--- src/rtl/bwsel_pkg.sv ---
package bwsel_pkg;

  typedef enum logic {
    SEL_LOCKED = 1'b0,
    SEL_ACQ    = 1'b1
  } bw_sel_e;

  // Saturate a code to the last legal step index.
  function automatic int unsigned sat_index(input int unsigned code,
                                            input int unsigned last);
    return (code > last) ? last : code;
  endfunction

endpackage

--- src/rtl/bwsel_cfg_regs.sv ---
module bwsel_cfg_regs #(
  parameter int unsigned BW_W  = 4,
  parameter int unsigned DMP_W = 3
) (
  input  logic             clk,
  input  logic             rst_n,
  input  logic             we,
  input  logic             auto_d,
  input  logic [BW_W-1:0]  acq_d,
  input  logic [BW_W-1:0]  lck_d,
  input  logic [DMP_W-1:0] dmp_d,
  output logic             auto_o,
  output logic [BW_W-1:0]  acq_o,
  output logic [BW_W-1:0]  lck_o,
  output logic [DMP_W-1:0] dmp_o
);

  logic             auto_q;
  logic [BW_W-1:0]  acq_q;
  logic [BW_W-1:0]  lck_q;
  logic [DMP_W-1:0] dmp_q;

  always_ff @(posedge clk or negedge rst_n) begin
    if (!rst_n) begin
      auto_q <= 1'b0;
      acq_q  <= '0;
      lck_q  <= '0;
      dmp_q  <= '0;
    end else if (we) begin
      auto_q <= auto_d;
      acq_q  <= acq_d;
      lck_q  <= lck_d;
      dmp_q  <= dmp_d;
    end
  end

  // Write data bypasses the registers so that a write and the output stage
  // land on the same edge.
  always_comb begin
    auto_o = we ? auto_d : auto_q;
    acq_o  = we ? acq_d  : acq_q;
    lck_o  = we ? lck_d  : lck_q;
    dmp_o  = we ? dmp_d  : dmp_q;
  end

  // stored settings move only on a strobed write
  p_hold_no_we_r10: assert property (@(posedge clk) disable iff (!rst_n)
    !we |=> ($stable(auto_q) && $stable(acq_q) && $stable(lck_q) && $stable(dmp_q)));

endmodule

--- src/rtl/bwsel_sat.sv ---
module bwsel_sat #(
  parameter int unsigned W    = 4,
  parameter int unsigned LAST = 9
) (
  input  logic [W-1:0] code_i,
  output logic [W-1:0] idx_o
);
  import bwsel_pkg::*;

  localparam int unsigned CODE_MAX = (1 << W) - 1;

  generate
    if (LAST >= CODE_MAX) begin : g_pass
      assign idx_o = code_i;
    end else begin : g_sat
      assign idx_o = W'(sat_index(32'(code_i), LAST));
    end
  endgenerate

endmodule

--- src/rtl/bwsel_ctrl.sv ---
module bwsel_ctrl #(
  parameter int unsigned MAIN_STEPS = 10,
  parameter int unsigned SEC_STEPS  = 3,
  parameter int unsigned DAMP_STEPS = 5,
  parameter bit          SEC_LOOP   = 1'b0
) (
  input  logic       clk,
  input  logic       rst_n,
  input  logic       cfg_we,
  input  logic       cfg_auto_en,
  input  logic [3:0] cfg_acq_bw,
  input  logic [3:0] cfg_lock_bw,
  input  logic [2:0] cfg_damp,
  input  logic       lock_i,
  output logic [3:0] bw_idx_o,
  output logic [2:0] damp_idx_o,
  output logic       acq_active_o
);
  import bwsel_pkg::*;

  localparam int unsigned BW_W    = $clog2(MAIN_STEPS);
  localparam int unsigned DMP_W   = $clog2(DAMP_STEPS);
  localparam int unsigned BW_LAST = SEC_LOOP ? (SEC_STEPS - 1) : (MAIN_STEPS - 1);
  localparam int unsigned DMP_LAST = DAMP_STEPS - 1;
  localparam logic [BW_W-1:0]  BW_LAST_C  = BW_W'(BW_LAST);
  localparam logic [DMP_W-1:0] DMP_LAST_C = DMP_W'(DMP_LAST);

  logic             auto_eff;
  logic [BW_W-1:0]  acq_eff, lck_eff, acq_c, lck_c;
  logic [DMP_W-1:0] dmp_eff, dmp_c;

  bwsel_cfg_regs #(.BW_W(BW_W), .DMP_W(DMP_W)) cfg_i (
    .clk(clk), .rst_n(rst_n), .we(cfg_we),
    .auto_d(cfg_auto_en), .acq_d(cfg_acq_bw), .lck_d(cfg_lock_bw), .dmp_d(cfg_damp),
    .auto_o(auto_eff), .acq_o(acq_eff), .lck_o(lck_eff), .dmp_o(dmp_eff)
  );

  bwsel_sat #(.W(BW_W),  .LAST(BW_LAST))  sat_acq_i (.code_i(acq_eff), .idx_o(acq_c));
  bwsel_sat #(.W(BW_W),  .LAST(BW_LAST))  sat_lck_i (.code_i(lck_eff), .idx_o(lck_c));
  bwsel_sat #(.W(DMP_W), .LAST(DMP_LAST)) sat_dmp_i (.code_i(dmp_eff), .idx_o(dmp_c));

  bw_sel_e         sel_n, sel_q;
  logic [BW_W-1:0] bw_n, bw_q;
  logic [DMP_W-1:0] dmp_q;

  always_comb begin
    sel_n = (auto_eff && !lock_i) ? SEL_ACQ : SEL_LOCKED;
    bw_n  = (sel_n == SEL_ACQ) ? acq_c : lck_c;
  end

  always_ff @(posedge clk or negedge rst_n) begin
    if (!rst_n) begin
      sel_q <= SEL_LOCKED;
      bw_q  <= '0;
      dmp_q <= '0;
    end else begin
      sel_q <= sel_n;
      bw_q  <= bw_n;
      dmp_q <= dmp_c;
    end
  end

  assign bw_idx_o     = bw_q;
  assign damp_idx_o   = dmp_q;
  assign acq_active_o = (sel_q == SEL_ACQ);

  // automatic and unlocked -> acquisition code, flag high
  p_auto_unlocked_r2: assert property (@(posedge clk) disable iff (!rst_n)
    (auto_eff && !lock_i) |=> (acq_active_o && bw_idx_o == $past(acq_c)));

  // automatic and locked -> locked code, flag low
  p_auto_locked_r3: assert property (@(posedge clk) disable iff (!rst_n)
    (auto_eff && lock_i) |=> (!acq_active_o && bw_idx_o == $past(lck_c)));

  // fixed mode always uses the locked code
  p_fixed_mode_r4: assert property (@(posedge clk) disable iff (!rst_n)
    !auto_eff |=> (!acq_active_o && bw_idx_o == $past(lck_c)));

  // driven bandwidth never beyond the last step of this build
  p_bw_in_range_r5: assert property (@(posedge clk) disable iff (!rst_n)
    bw_idx_o <= BW_LAST_C);

  // damping index stays within the five values and follows the code
  p_damp_follow_r7: assert property (@(posedge clk) disable iff (!rst_n)
    1'b1 |=> (damp_idx_o <= DMP_LAST_C && damp_idx_o == $past(dmp_c)));

endmodule

--- config.mk ---
export PLATFORM = sky130hd
export DESIGN_NAME = bwsel_ctrl
export DESIGN_NICKNAME = d
export VERILOG_FILES = /design/src/rtl/bwsel_pkg.sv /design/src/rtl/bwsel_cfg_regs.sv /design/src/rtl/bwsel_sat.sv /design/src/rtl/bwsel_ctrl.sv
export SDC_FILE = /design/constraint.sdc
export NUM_CORES = 1
export LEC_CHECK = 0
export BUFFER_PORTS_ARGS = -buffer_cell sky130_fd_sc_hd__clkbuf_2
export CAP_MARGIN = 0
export CELL_PAD_IN_SITES_DETAIL_PLACEMENT = 1
export CELL_PAD_IN_SITES_GLOBAL_PLACEMENT = 2
export CORE_MARGIN = 3
export CORE_UTILIZATION = 34
export CTS_CLUSTER_DIAMETER = 120
export DETAILED_ROUTE_END_ITERATION = 6
export GPL_ROUTABILITY_DRIVEN = 1
export HOLD_SLACK_MARGIN = 0.08
export PLACE_DENSITY = 0.76
export SLEW_MARGIN = 20
export SYNTH_ARGS = -nofsm -noshare
export SYNTH_HDL_FRONTEND = slang
export SYNTH_SLANG_ARGS = --single-unit
--- constraint.sdc ---
create_clock -name clk -period 3.07 [get_ports clk]
set_clock_uncertainty 0.1 [all_clocks]
set_input_delay 0.1535 -clock clk [delete_from_list [all_inputs] [get_ports clk]]
set_output_delay 0.1535 -clock clk [all_outputs]
set_load 0.01 [all_outputs]
## Word-level counts from Yosys, hierarchy flattened

Index checks and enable logic that the tools add are counted.
W data, S select, Z words.

- Multiplexer cells: 9
- Reduce and logical (&&, ||, !) cells: 2
- $lt $le $gt $ge: 3

Operators by type and width:

| kind | number |
|---|---|
| $mux W4 | 5 |
| $gt A4 B4 Y1 const B | 2 |
| $mux W3 | 2 |
| $gt A3 B3 Y1 const B | 1 |
| $mux W1 | 2 |
| $logic_and A1 B1 Y1 | 1 |
| $logic_not A1 Y1 | 1 |

- Word-level logic and storage cells: 21
- Register bits: 20
- Input port bits: 16

## Longest topological paths before layout

Gate-level depths: netlist of the first run.

- Depth in word-level cells: 4
- Gate-level depth with buffers: 5

## Modules after synthesis

A second synthesis of the first run with hierarchy kept.

- Cells, all modules: 52
- Area, all modules: 833.3 um^2

Modules (own cells, without submodules):

| module | instances | area an instance (um^2) | cells each |
|---|---|---|---|
| bwsel_cfg_regs | 1 | 484.2 | 25 |
| bwsel_ctrl | 1 | 277.8 | 14 |
| bwsel_sat (sat_acq_i ...) | 2 | 27.5 | 5 |
| bwsel_sat (sat_dmp_i) | 1 | 16.3 | 3 |

## Worst setup path before layout of the first run

No wires, ideal clock.

- Path type: reg2reg
- From: reg cfg_i.auto_q
- To: reg bw_q[0] (netlist: bw_idx_o[0])
- Setup slack: 2.031 ns
- Clock period less this slack: 1.039 ns
- Required time: 2.849 ns
- Stages on the path, launching flop included: 4
- Setup time: 0.121 ns
- Arrival time: 0.818 ns
- Path buffers: 0
- Cells stage by stage: dfrtp_1 a211oi_1 a21oi_1 o22a_1

- Cells in the longest elaborated chain, start to end: 4

Ends and longest elaborated chain:

| element | RTL line | source |
|---|---|---|
| start, declared | bwsel_cfg_regs.sv:18 | `logic auto_q;` |
| start signal, assigned | bwsel_cfg_regs.sv:30 | `auto_q <= auto_d;` |
| $mux W1 | -- |  |
| $logic_and A1 B1 Y1 | bwsel_ctrl.sv:47 | `sel_n = (auto_eff && !lock_i) ? SEL_ACQ : SEL_LOCKED;` |
| $mux W1 | bwsel_ctrl.sv:47 |  |
| $mux W4 | bwsel_ctrl.sv:48 | `bw_n = (sel_n == SEL_ACQ) ? acq_c : lck_c;` |
| named net bw_n[0] | bwsel_ctrl.sv:43 | `logic [BW_W-1:0] bw_n, bw_q;` |
| end signal, assigned | bwsel_ctrl.sv:58 | `bw_q <= bw_n;` |
| end, declared | bwsel_ctrl.sv:43 |  |

The timed path passes the listed nets, and every way through them passes these cells.

## Worst setup path after layout of the first run

- From: in cfg_auto_en
- To: reg sel_q (netlist: acq_active_o)

- Cells in the longest elaborated chain, start to end: 3

Ends and longest elaborated chain:

| element | RTL line | source |
|---|---|---|
| start, declared | bwsel_ctrl.sv:10 | `input logic cfg_auto_en,` |
| $mux W1 | -- |  |
| $logic_and A1 B1 Y1 | bwsel_ctrl.sv:47 |  |
| $mux W1 | bwsel_ctrl.sv:47 |  |
| named net sel_n | bwsel_ctrl.sv:42 | `bw_sel_e sel_n, sel_q;` |
| end signal, assigned | bwsel_ctrl.sv:57 | `sel_q <= sel_n;` |
| end, declared | bwsel_ctrl.sv:42 |  |

The timed path passes the listed nets, and every way through them passes these cells.

==> results.py, run 1 <==
metrics = {
    "global_routing": {
        "grtUsageMet2_pct": 22.13,
        "grt_first_pass_wirelength_um": 2994,
        "grt.busiest_layer": "met2",
        "grt-ovfl-total": 0,
        "use_met3_pct": 2.103,
        "grt_util_all_layers_pct": 12.40,
        "grt_antenna_before_repair": 0,
        "grtUsageMet1_pct": 14.01,
        "grt_pass1_vias": 657,
        "grt_max_degree": 20,
    },
    "timing": {
        "max-slew-margin-rel_pct": 69.22,
        "finalHoldViolCount": 0,
        "rsz0062_at_grt": "no",
        "whs_ns": 0.2253,
        "period_share_pct": 50.68,
        "finalMaxSlewViolations": 0,
        "timing.fmax_ghz": 0.6427,
        "fin_crit_ns": 1.556,
        "worst_slew_pin_slew_ns": 0.4616,
        "setup_viol": 0,
        "fin_ws_ns": 1.514,
        "finalSetupTns_ns": 0,
    },
    "critical_path": {
        "r2r-start": "cfg_i.auto_q",
        "reg2reg_slack_ns": 1.61,
        "critPathCaptureType": "register",
        "crit_buf_inv": 3,
        "arrival_ns": 1.70,
        "r2r_end": "acq_active_o",
        "worst-setup-path-type": "in -> reg",
        "cp_data_required_time_ns": 3.21,
        "slowest_stage": "dlygate4sd3_1",
        "cp_cell_sequence": "dlygate4sd3_1, clkbuf_2, nand2_2, a21oi_4, dlygate4sd3_1",
        "crit_fanout": 6,
        "r2r_cells": 3,
        "crit_family": "buffers and inverters",
        "slowest_delay_ns": 0.57,
        "startpoint_type": "input pin",
        "crit_path_frequent_cell": "dlygate4sd3_1",
    },
    "cts": {
        "insertion_delay_ns": 0.29,
        "numCtsBuffers": 3,
        "htreeDepth": 1,
        "post_cts_buffers": 0,
        "cts_buffer_depth": 2,
        "cts-root-buf": "clkbuf_4",
        "numClockSinks": 19,
        "cts_tree": "done",
        "path_clk_slew_ns": 0.11,
    },
    "placement": {
        "hpwlAfterDp_um": 1178,
        "gp_congestion": 0.6462,
        "place_ws_ns": 1.659,
        "io_buffers": 23,
        "dp_cells": 110,
    },
    "synth": {
        "yosysTopAreaCellShare_pct": 57.06,
        "ys_ff_latch": 19,
        "synth_fp_nets": 78,
        "synth.largest_area_cell": "dfrtp_1",
        "yosysWarnings": 0,
        "syn_inst": 62,
        "yosys-top-cells-area": "dfrtp_1 57%, mux2_2 9.5%, mux2_4 3.6%",
        "avgSynthCellArea_um2": 13.44,
        "yosys.cell_types.count": 26,
        "ys_seq_area_share_pct": 57.06,
        "synth_area_um2": 833.3,
    },
    "route": {
        "vias": 607,
        "drcViolationCount": 0,
        "drtIter0Drc": 3,
        "antenna_left": 0,
        "wl_per_cell_um": 13.26,
        "via_per_inst": 4.705,
        "dr.pass1.iters": 3,
        "wl_um": 1710,
    },
    "floorplan": {
        "initial_core_util_pct": 36.61,
        "row_count": 17,
        "fp.dieArea_mm2": 0.003081,
        "fp.dieH_um": 55.51,
        "dieWidth_um": 55.51,
        "design.core.area_mm2": 0.002276,
        "ioPinCount": 24,
    },
    "pwr": {
        "power_leakage_nw": 0.5366,
        "power_mw": 0.5154,
        "ir_worst_vdd_mv": 0.2619,
        "p_per_area_mw_per_mm2": 457.7,
    },
    "layout": {
        "num_antenna_cells": 0,
        "fin_cells": 129,
        "area_growth_pct": 35.14,
        "layout_common_cells": "23 x clkbuf_2, 19 x dfrtp_1, 15 x dlygate4sd3_1",
        "nNetsFinal": 118,
        "layout_commonest_cell": "clkbuf_2",
        "drive_gt1_share_pct": 41.58,
        "fill_cells": 249,
    },
    "run": {
        "maxCapViolCount": 0,
    },
    "outcome": {
        "outcome": "complete, no violations",
    },
    "min_path": {
        "hp-class": "in -> async",
    },
}
-- flip-flops by register name, summed over array words and instances, names as in the netlist --
register / flops
damp_idx_o: 3
bw_idx_o: 4
cfg_i.lck_q: 4
cfg_i.dmp_q: 2
cfg_i.auto_q: 1
cfg_i.acq_q: 4
acq_active_o: 1
-- area by class of cell --
cell class | instances | area, um^2 | share of cell area (%)
Multi-Input combinational cell | 37 | 312.8 | 27.78
Sequential cell | 19 | 475.5 | 42.22
Timing Repair Buffer | 38 | 265.3 | 23.56
Inverter | 3 | 11.26 | 1.000
Clock buffer | 4 | 26.28 | 2.333
Tap cell | 28 | 35.03 | 3.111
-- repair_timing --
| item | in CTS | in global routing |
|---|---|---|
| resized for setup | 0 | 0 |
| hold buffers | 15 | 0 |
| hold endpoints to repair | 35 | 0 |
-- cell families after synthesis --
family	Yosys count	share of synthesized area, %
muxes	10	14.26
DFF	19	57.06
AOI/OAI and AO/OA	14	12.46
and+or+nand+nor	13	10.81
buffers and inverters	6	5.405
-- cells in the mapped netlist --
master    count
dfrtp_1      19
mux2_2        7
inv_1         3
nand2_1       3
nand3_1       3
a21oi_1       2
mux2_4        2
nor2b_4       2
o211ai_1      2
o21ai_0       2
o21ai_1       2
a211oi_1      1
a21boi_2      1
a21oi_2       1
a21oi_4       1
buf_4         1
buf_6         1
buf_8         1
mux2i_1       1
nand2_2       1
nand2b_1      1
nand2b_4      1
nor2_1        1
nor2b_1       1
o22a_1        1
o22ai_1       1
-- power breakdown --
group	total, mW	switching, mW	internal [mW]
combinational	0.105	0.0494	0.0558
clock	0.125	0.0747	0.0506
sequential	0.285	0.00977	0.275
total	0.515	0.134	0.382
-- worst register-to-register path, stage by stage, from the launching register on --
cell,delay [ns]
dfrtp_1,0.42
nand2b_4,0.08
a21oi_4,0.23
dlygate4sd3_1,0.57
-- worst max path at each step --
stage | endpoint | cells past startpoint | start | slack, ns
6_report | acq_active_o | 5 | cfg_auto_en | 1.51
4_1_cts | acq_active_o | 5 | cfg_auto_en | 1.56
3_3_place_gp | bw_idx_o[0] | 5 | cfg_we | 1.69
3_5_place_dp | bw_idx_o[0] | 5 | cfg_we | 1.66
5_1_grt | acq_active_o | 5 | cfg_auto_en | 1.47
2_1_floorplan | bw_idx_o[0] | 3 | cfg_i.auto_q | 2.03
-- routing by layer --
| metal | routed length, um | vias to the layer above |
|---|---|---|
| met5 | 0 | - |
| met4 | 29 | 0 |
| met3 | 53 | 4 |
| met2 | 887 | 11 |
| met1 | 739 | 298 |
| li1 | - | 294 |
-- through the flow --
step,util [%],cell area (um^2)
after global routing,49.48,1126
final,49.48,1126
after global placement,41.73,949.7
after detailed placement,41.73,949.7
after CTS,49.48,1126
after floorplan,-,833.3
No activity file was read; power rests on OpenSTA's default activity.
==> inputs of run 2 (changes only) <==
--- a/config.mk
+++ b/config.mk
@@ -5,17 +5,18 @@
 export SDC_FILE = /design/constraint.sdc
 export NUM_CORES = 1
 export LEC_CHECK = 0
+export ABC_AREA = 1
 export BUFFER_PORTS_ARGS = -buffer_cell sky130_fd_sc_hd__clkbuf_2
 export CAP_MARGIN = 0
 export CELL_PAD_IN_SITES_DETAIL_PLACEMENT = 1
 export CELL_PAD_IN_SITES_GLOBAL_PLACEMENT = 2
 export CORE_MARGIN = 3
-export CORE_UTILIZATION = 34
+export CORE_UTILIZATION = 28
 export CTS_CLUSTER_DIAMETER = 120
 export DETAILED_ROUTE_END_ITERATION = 6
 export GPL_ROUTABILITY_DRIVEN = 1
 export HOLD_SLACK_MARGIN = 0.08
-export PLACE_DENSITY = 0.76
+export PLACE_DENSITY = 0.73
 export SLEW_MARGIN = 20
 export SYNTH_ARGS = -nofsm -noshare
 export SYNTH_HDL_FRONTEND = slang
==> constraint.sdc (replaced) <==
create_clock -name clk -period 1.5 [get_ports clk]
set_clock_uncertainty 0.1 [all_clocks]
set_input_delay 0.075 -clock clk [delete_from_list [all_inputs] [get_ports clk]]
set_output_delay 0.075 -clock clk [all_outputs]
set_load 0.01 [all_outputs]
==> run 2 against run 1 <==
  * Clock-buffer cell count is 1 lower
  * Worst hold slack worse by 0.082 ns
  * Cell count is 34% higher
  * Clock power up 100%
  * Sequential share of layout area shrank 2.3 points
  * Register-to-register slack got worse by 1.4 ns
  * Sequential cell count stayed put
  * Sequential power is 100% higher
==> results.py, run 2 <==
metrics = {
    "placement": {
        "gp_congestion": 0.6570,
        "dp_cells": 149,
        "hpwlAfterDp_um": 1348,
        "io_buffers": 23,
    },
    "synth": {
        "synth_flop_cell": "dfrtp_1",
        "yosys-top-cells-area": "dfrtp_1 58%, nand2_1 12%, inv_1 8.2%",
        "avgSynthCellArea_um2": 8.488,
        "synth_area_um2": 823.3,
        "synthTopCellsByCount": "27 x nand2_1, 19 x dfrtp_1, 18 x inv_1",
        "synth_fp_nets": 113,
        "ys_ff_latch": 19,
        "syn_inst": 97,
        "synth_edf_count": 0,
        "yosysTopAreaCellShare_pct": 57.75,
        "synth.largest_area_cell": "dfrtp_1",
        "async_flop_share_pct": 100.0,
        "synthMostInstantiatedCell": "nand2_1",
        "yosys.cell_types.count": 13,
        "yosysWarnings": 0,
        "ys_seq_area_share_pct": 57.75,
    },
    "critical_path": {
        "slowest_stage": "dlygate4sd3_1",
        "startpoint": "cfg_lock_bw[3]",
        "crit_family": "buffers and inverters",
        "slowest_delay_ns": 0.55,
        "crit_fanout": 3,
        "critPathCaptureType": "register",
        "worst-setup-path-type": "in -> reg",
        "startpoint_type": "input pin",
        "r2r_cells": 3,
        "r2r-start": "cfg_i.auto_q",
        "reg2reg_slack_ns": 0.22,
        "arrival_ns": 1.53,
        "worstSetupEndpoint": "bw_idx_o[2]",
        "path_depth": 6,
        "crit_buf_inv": 3,
        "crit_path_frequent_cell": "dlygate4sd3_1",
        "cp_data_required_time_ns": 1.62,
        "cp_cell_sequence": "dlygate4sd3_1, clkbuf_2, nand2_2, dlygate4sd3_1, nand3_1, o21ai_1",
        "r2r_end": "cfg_i.auto_q",
    },
    "timing": {
        "fin_crit_ns": 1.407,
        "finalSetupTns_ns": 0,
        "period_share_pct": 93.82,
        "rsz0062_at_grt": "no",
        "setup_viol": 0,
        "finalHoldViolCount": 0,
        "worst_slew_pin_slew_ns": 0.4685,
        "finalMaxSlewViolations": 0,
        "timing.fmax_ghz": 0.7106,
        "max-slew-margin-rel_pct": 68.77,
    },
    "cts": {
        "htreeDepth": 1,
        "numCtsBuffers": 3,
        "cts_buffer_depth": 2,
        "cts-root-buf": "clkbuf_4",
        "path_clk_slew_ns": 0.11,
        "numClockSinks": 19,
        "cts_tree": "done",
        "post_cts_buffers": 0,
        "insertion_delay_ns": 0.30,
    },
    "pwr": {
        "power_mw": 1.043,
        "p_per_area_mw_per_mm2": 875.8,
        "power_leakage_nw": 0.6659,
        "ir_worst_vdd_mv": 0.6326,
    },
    "route": {
        "wl_um": 1862,
        "drtIter0Drc": 9,
        "wl_per_cell_um": 10.76,
        "route.met2.wl_um": 931,
        "highest_layer": "met4",
        "drcViolationCount": 0,
        "dr_wl_met3_um": 106,
        "wl_met1_um": 813,
        "vias": 729,
        "via_per_inst": 4.214,
        "dr.pass1.iters": 2,
        "antenna_left": 0,
    },
    "layout": {
        "fill_cells": 334,
        "reg.largest.list": "bw_idx_o: 4 flops, cfg_i.acq_q: 4 flops, cfg_i.lck_q: 4 flops",
        "layout_common_cells": "26 x nand2_1, 23 x clkbuf_2, 19 x dfrtp_1, 19 x dlygate4sd3_1, 18 x inv_1",
        "area_growth_pct": 44.68,
        "drive_gt1_share_pct": 28.17,
        "fin_cells": 173,
        "layout_commonest_cell": "nand2_1",
        "nNetsFinal": 159,
        "num_antenna_cells": 0,
    },
    "global_routing": {
        "grt_antenna_before_repair": 0,
        "grt-ovfl-total": 0,
        "grt_max_degree": 20,
        "grt_util_all_layers_pct": 11.92,
        "grt_first_pass_wirelength_um": 3139,
        "grt_pass1_vias": 750,
    },
    "floorplan": {
        "initial_core_util_pct": 29.60,
        "design.core.area_mm2": 0.002781,
        "row_count": 19,
        "fp.dieH_um": 60.23,
        "dieWidth_um": 60.23,
        "fp.dieArea_mm2": 0.003627,
        "ioPinCount": 24,
    },
    "outcome": {
        "outcome": "complete, no violations",
    },
    "run": {
        "maxCapViolCount": 0,
    },
    "min_path": {
        "hp-class": "in -> async",
    },
}
-- run 2: final cells by class --
| type | instances | area, um^2 | area share (%) |
|---|---|---|---|
| repair buffers | 44 | 325.3 | 27.31 |
| flip-flops and latches | 19 | 475.5 | 39.92 |
| inverters | 23 | 86.33 | 7.248 |
| clock inverters | 1 | 5.005 | 0.4202 |
| well taps | 31 | 38.79 | 3.256 |
| clock buffers | 3 | 22.52 | 1.891 |
| multi-input cells | 52 | 237.7 | 19.96 |
-- run 2: report_power, final --
| part | switching [mW] | total (mW) | internal (mW) |
|---|---|---|---|
| clock | 0.152 | 0.251 | 0.0993 |
| sequential | 0.0147 | 0.576 | 0.561 |
| combinational | 0.116 | 0.217 | 0.101 |
-- run 2: how the worst min path moves through the flow --
stage            from             end  cells after the start
4_1_cts        cfg_we  cfg_i.acq_q[3]                      4
3_5_place_dp    rst_n  cfg_i.acq_q[0]                      1
2_1_floorplan   rst_n    acq_active_o                      0
3_3_place_gp    rst_n  cfg_i.acq_q[0]                      1
5_1_grt         rst_n  cfg_i.acq_q[0]                      2
6_report        rst_n  cfg_i.acq_q[0]                      2
-- run 2: worst register-to-register path: cells and delay by family (launching register included) --
family | cells | cell delay, ns
buffers and inverters | 1 | 0.56
DFF | 1 | 0.38
and+or+nand+nor | 2 | 0.14
-- run 2: logic make-up after synthesis --
kind of cell / share of synthesized area [%]
simple gates: 24.92
flops: 57.75
buf+inv: 13.68
compound gates: 3.646
-- run 2: timing repair --
action	4_1_cts	5_1_grt
endpoints found under the hold margin	38	0
setup endpoints to repair	0	2
hold buffers	20	0
gates resized for setup	0	2
-- run 2: metal layers --
metal / global-route usage (%) / vias up
li1: - / 371
met1: 13.73 / 341
met2: 20.83 / 15
met3: 4.320 / 2
met4: 2.848 / 0
met5: 0 / -
-- run 2: per-stage QoR --
stage                     utilization (%)  cell area [um^2]  worst slack (ns)  hold WS, ns
after detailed placement            34.46             958.4            0.3417     -0.03964
after CTS                           42.65              1186           0.03888       0.1433
after global placement              34.46             958.4            0.4156     -0.03955
final                               42.83              1191           0.09266       0.1434
after floorplan                         -             823.3            0.5527      -0.3206
after global routing                42.83              1191           0.01906       0.1670
==> inputs of run 3 (changes only) <==
--- a/config.mk
+++ b/config.mk
@@ -10,12 +10,11 @@
 export CAP_MARGIN = 0
 export CELL_PAD_IN_SITES_DETAIL_PLACEMENT = 1
 export CELL_PAD_IN_SITES_GLOBAL_PLACEMENT = 2
-export CORE_MARGIN = 3
+export CORE_MARGIN = 5
 export CORE_UTILIZATION = 28
 export CTS_CLUSTER_DIAMETER = 120
 export DETAILED_ROUTE_END_ITERATION = 6
 export GPL_ROUTABILITY_DRIVEN = 1
-export HOLD_SLACK_MARGIN = 0.08
 export PLACE_DENSITY = 0.73
 export SLEW_MARGIN = 20
 export SYNTH_ARGS = -nofsm -noshare
==> run 3 against run 2 <==
  * The flow now finishes with violations (hold timing)
  * Design area shrank 9.7%
  * Wire length grew 0.21%
  * Fmax rose by 31%
  * First-iteration DRC count up 89%
  * Worst setup slack better by 0.33 ns
  * Core utilization decreased by 4.1 points
  * Non-clock buffer count fell by 11
  * Worst hold slack got worse by 0.15 ns
  * Clock power increased by 6%
  * Largest cell class unchanged
==> results.py, run 3 (synthesized netlist as in run 2, its figures left out) <==
metrics = {
    "placement": {
        "placed_cell_area_um2": 958.4,
        "dp_cells": 149,
        "gp_congestion": 0.7024,
        "hpwlAfterDp_um": 1454,
        "io_buffers": 23,
    },
    "global_routing": {
        "grt_max_degree": 20,
        "grt_util_all_layers_pct": 9.765,
        "grt_first_pass_wirelength_um": 3139,
        "grt-ovfl-total": 0,
        "grt_antenna_before_repair": 0,
        "grt_pass1_vias": 740,
    },
    "critical_path": {
        "cp_cell_sequence": "dlygate4sd3_1, clkbuf_2, nand2_1, nand2_2, nand2_2, inv_2, nand3_1, nand3_1",
        "crit_buf_inv": 3,
        "slowest_stage": "dlygate4sd3_1",
        "worst-setup-path-type": "in -> reg",
        "r2r-start": "cfg_i.auto_q",
        "arrival_ns": 1.17,
        "startpoint": "cfg_auto_en",
        "cp_data_required_time_ns": 1.60,
        "startpoint_type": "input pin",
        "crit_fanout": 6,
        "critPathCaptureType": "register",
        "slowest_delay_ns": 0.53,
        "crit_family": "buffers and inverters",
    },
    "timing": {
        "rsz0062_at_grt": "no",
        "timing.fmax_ghz": 0.9324,
        "setup_viol": 0,
        "worst_slew_pin_slew_ns": 0.4799,
        "whs_ns": -0.005937,
        "fin_crit_ns": 1.072,
        "max-slew-margin-rel_pct": 68.01,
        "period_share_pct": 71.50,
        "finalSetupTns_ns": 0,
        "finalHoldViolCount": 1,
        "finalMaxSlewViolations": 0,
    },
    "cts": {
        "cts-root-buf": "clkbuf_4",
        "cts_buffer_depth": 2,
        "numCtsBuffers": 3,
        "numClockSinks": 19,
        "path_clk_slew_ns": 0.11,
        "cts_tree": "done",
        "insertion_delay_ns": 0.30,
        "post_cts_buffers": 0,
        "htreeDepth": 1,
    },
    "layout": {
        "drive_gt1_share_pct": 29.77,
        "final_cell_area_mm2": 0.001076,
        "nNetsFinal": 148,
        "layout_common_cells": "27 x nand2_1, 23 x clkbuf_2, 19 x dfrtp_1",
        "num_antenna_cells": 0,
        "area_growth_pct": 30.70,
        "fin_cells": 162,
        "reg.largest.list": "bw_idx_o: 4 flops, cfg_i.acq_q: 4 flops, cfg_i.lck_q: 4 flops",
        "layout_commonest_cell": "nand2_1",
    },
    "route": {
        "wl_um": 1866,
        "drcViolationCount": 0,
        "via_per_inst": 4.253,
        "antenna_left": 0,
        "dr.pass1.iters": 3,
        "vias": 689,
        "drtIter0Drc": 17,
        "wl_per_cell_um": 11.52,
    },
    "min_path": {
        "hp-start": "cfg_acq_bw[2]",
        "hp-class": "in -> reg",
    },
    "floorplan": {
        "fp.dieArea_mm2": 0.004125,
        "ioPinCount": 24,
        "dieWidth_um": 64.23,
        "row_count": 19,
        "design.core.area_mm2": 0.002781,
        "initial_core_util_pct": 29.60,
        "fp.dieH_um": 64.23,
    },
    "pwr": {
        "power_mw": 1.033,
        "p_per_area_mw_per_mm2": 959.7,
        "ir_worst_vdd_mv": 0.5052,
        "power_leakage_nw": 0.6180,
    },
    "run": {
        "maxCapViolCount": 0,
    },
    "outcome": {
        "violations": "hold timing",
        "outcome": "finished with violations",
    },
}
## run 3: final timing paths
kind	to	cells past startpoint	slack, ns
max in group asynchronous	cfg_i.acq_q[0]	2	0.83
min	cfg_i.acq_q[2]	5	-0.006
max	bw_idx_o[0]	8	0.43
max reg2reg	bw_idx_o[0]	6	0.47
min in group asynchronous	cfg_i.acq_q[1]	2	0.14
min reg2reg	cfg_i.auto_q	2	0.40
## run 3: layout make-up
type,instances,area [um^2]
Inverter,23,86.33
Sequential cell,19,475.5
Clock buffer,3,22.52
Multi-Input combinational cell,52,235.2
Tap cell,31,38.79
Clock inverter,1,5.005
Timing Repair Buffer,33,212.7
Fill cell,348,1705
## run 3: worst reg2reg max path, stage by stage, from the launching register on
cell and delay (ns):
dfrtp_1 0.38, nand2_1 0.07, nand2_2 0.06, nand2_2 0.11
inv_2 0.08, nand3_1 0.07, nand3_1 0.06
## run 3: routing by layer
metal	track usage, %	share of wire, %
met4	4.580	1.7
met1	12.11	43
met3	2.452	5.7
met2	15.83	49
met5	0	0
## run 3: metrics by stage
stage               util, %  setup WS [ns]
floorplan                 -         0.5527
CTS                   38.69         0.4315
global placement      34.46         0.4232
finish                38.69         0.4275
global route          38.69         0.3510
detailed placement    34.46         0.3423
## run 3: where the power goes
part	switching (mW)	internal (mW)
logic	0.113	0.0802
registers	0.0136	0.561
clock network	0.165	0.0994
## run 3: timing repair
action / CTS / global route
endpoints found under the setup margin: 0 / 0
endpoints found under the hold margin: 30 / 0
gates resized for setup: 0 / 0
hold buffers: 9 / 0
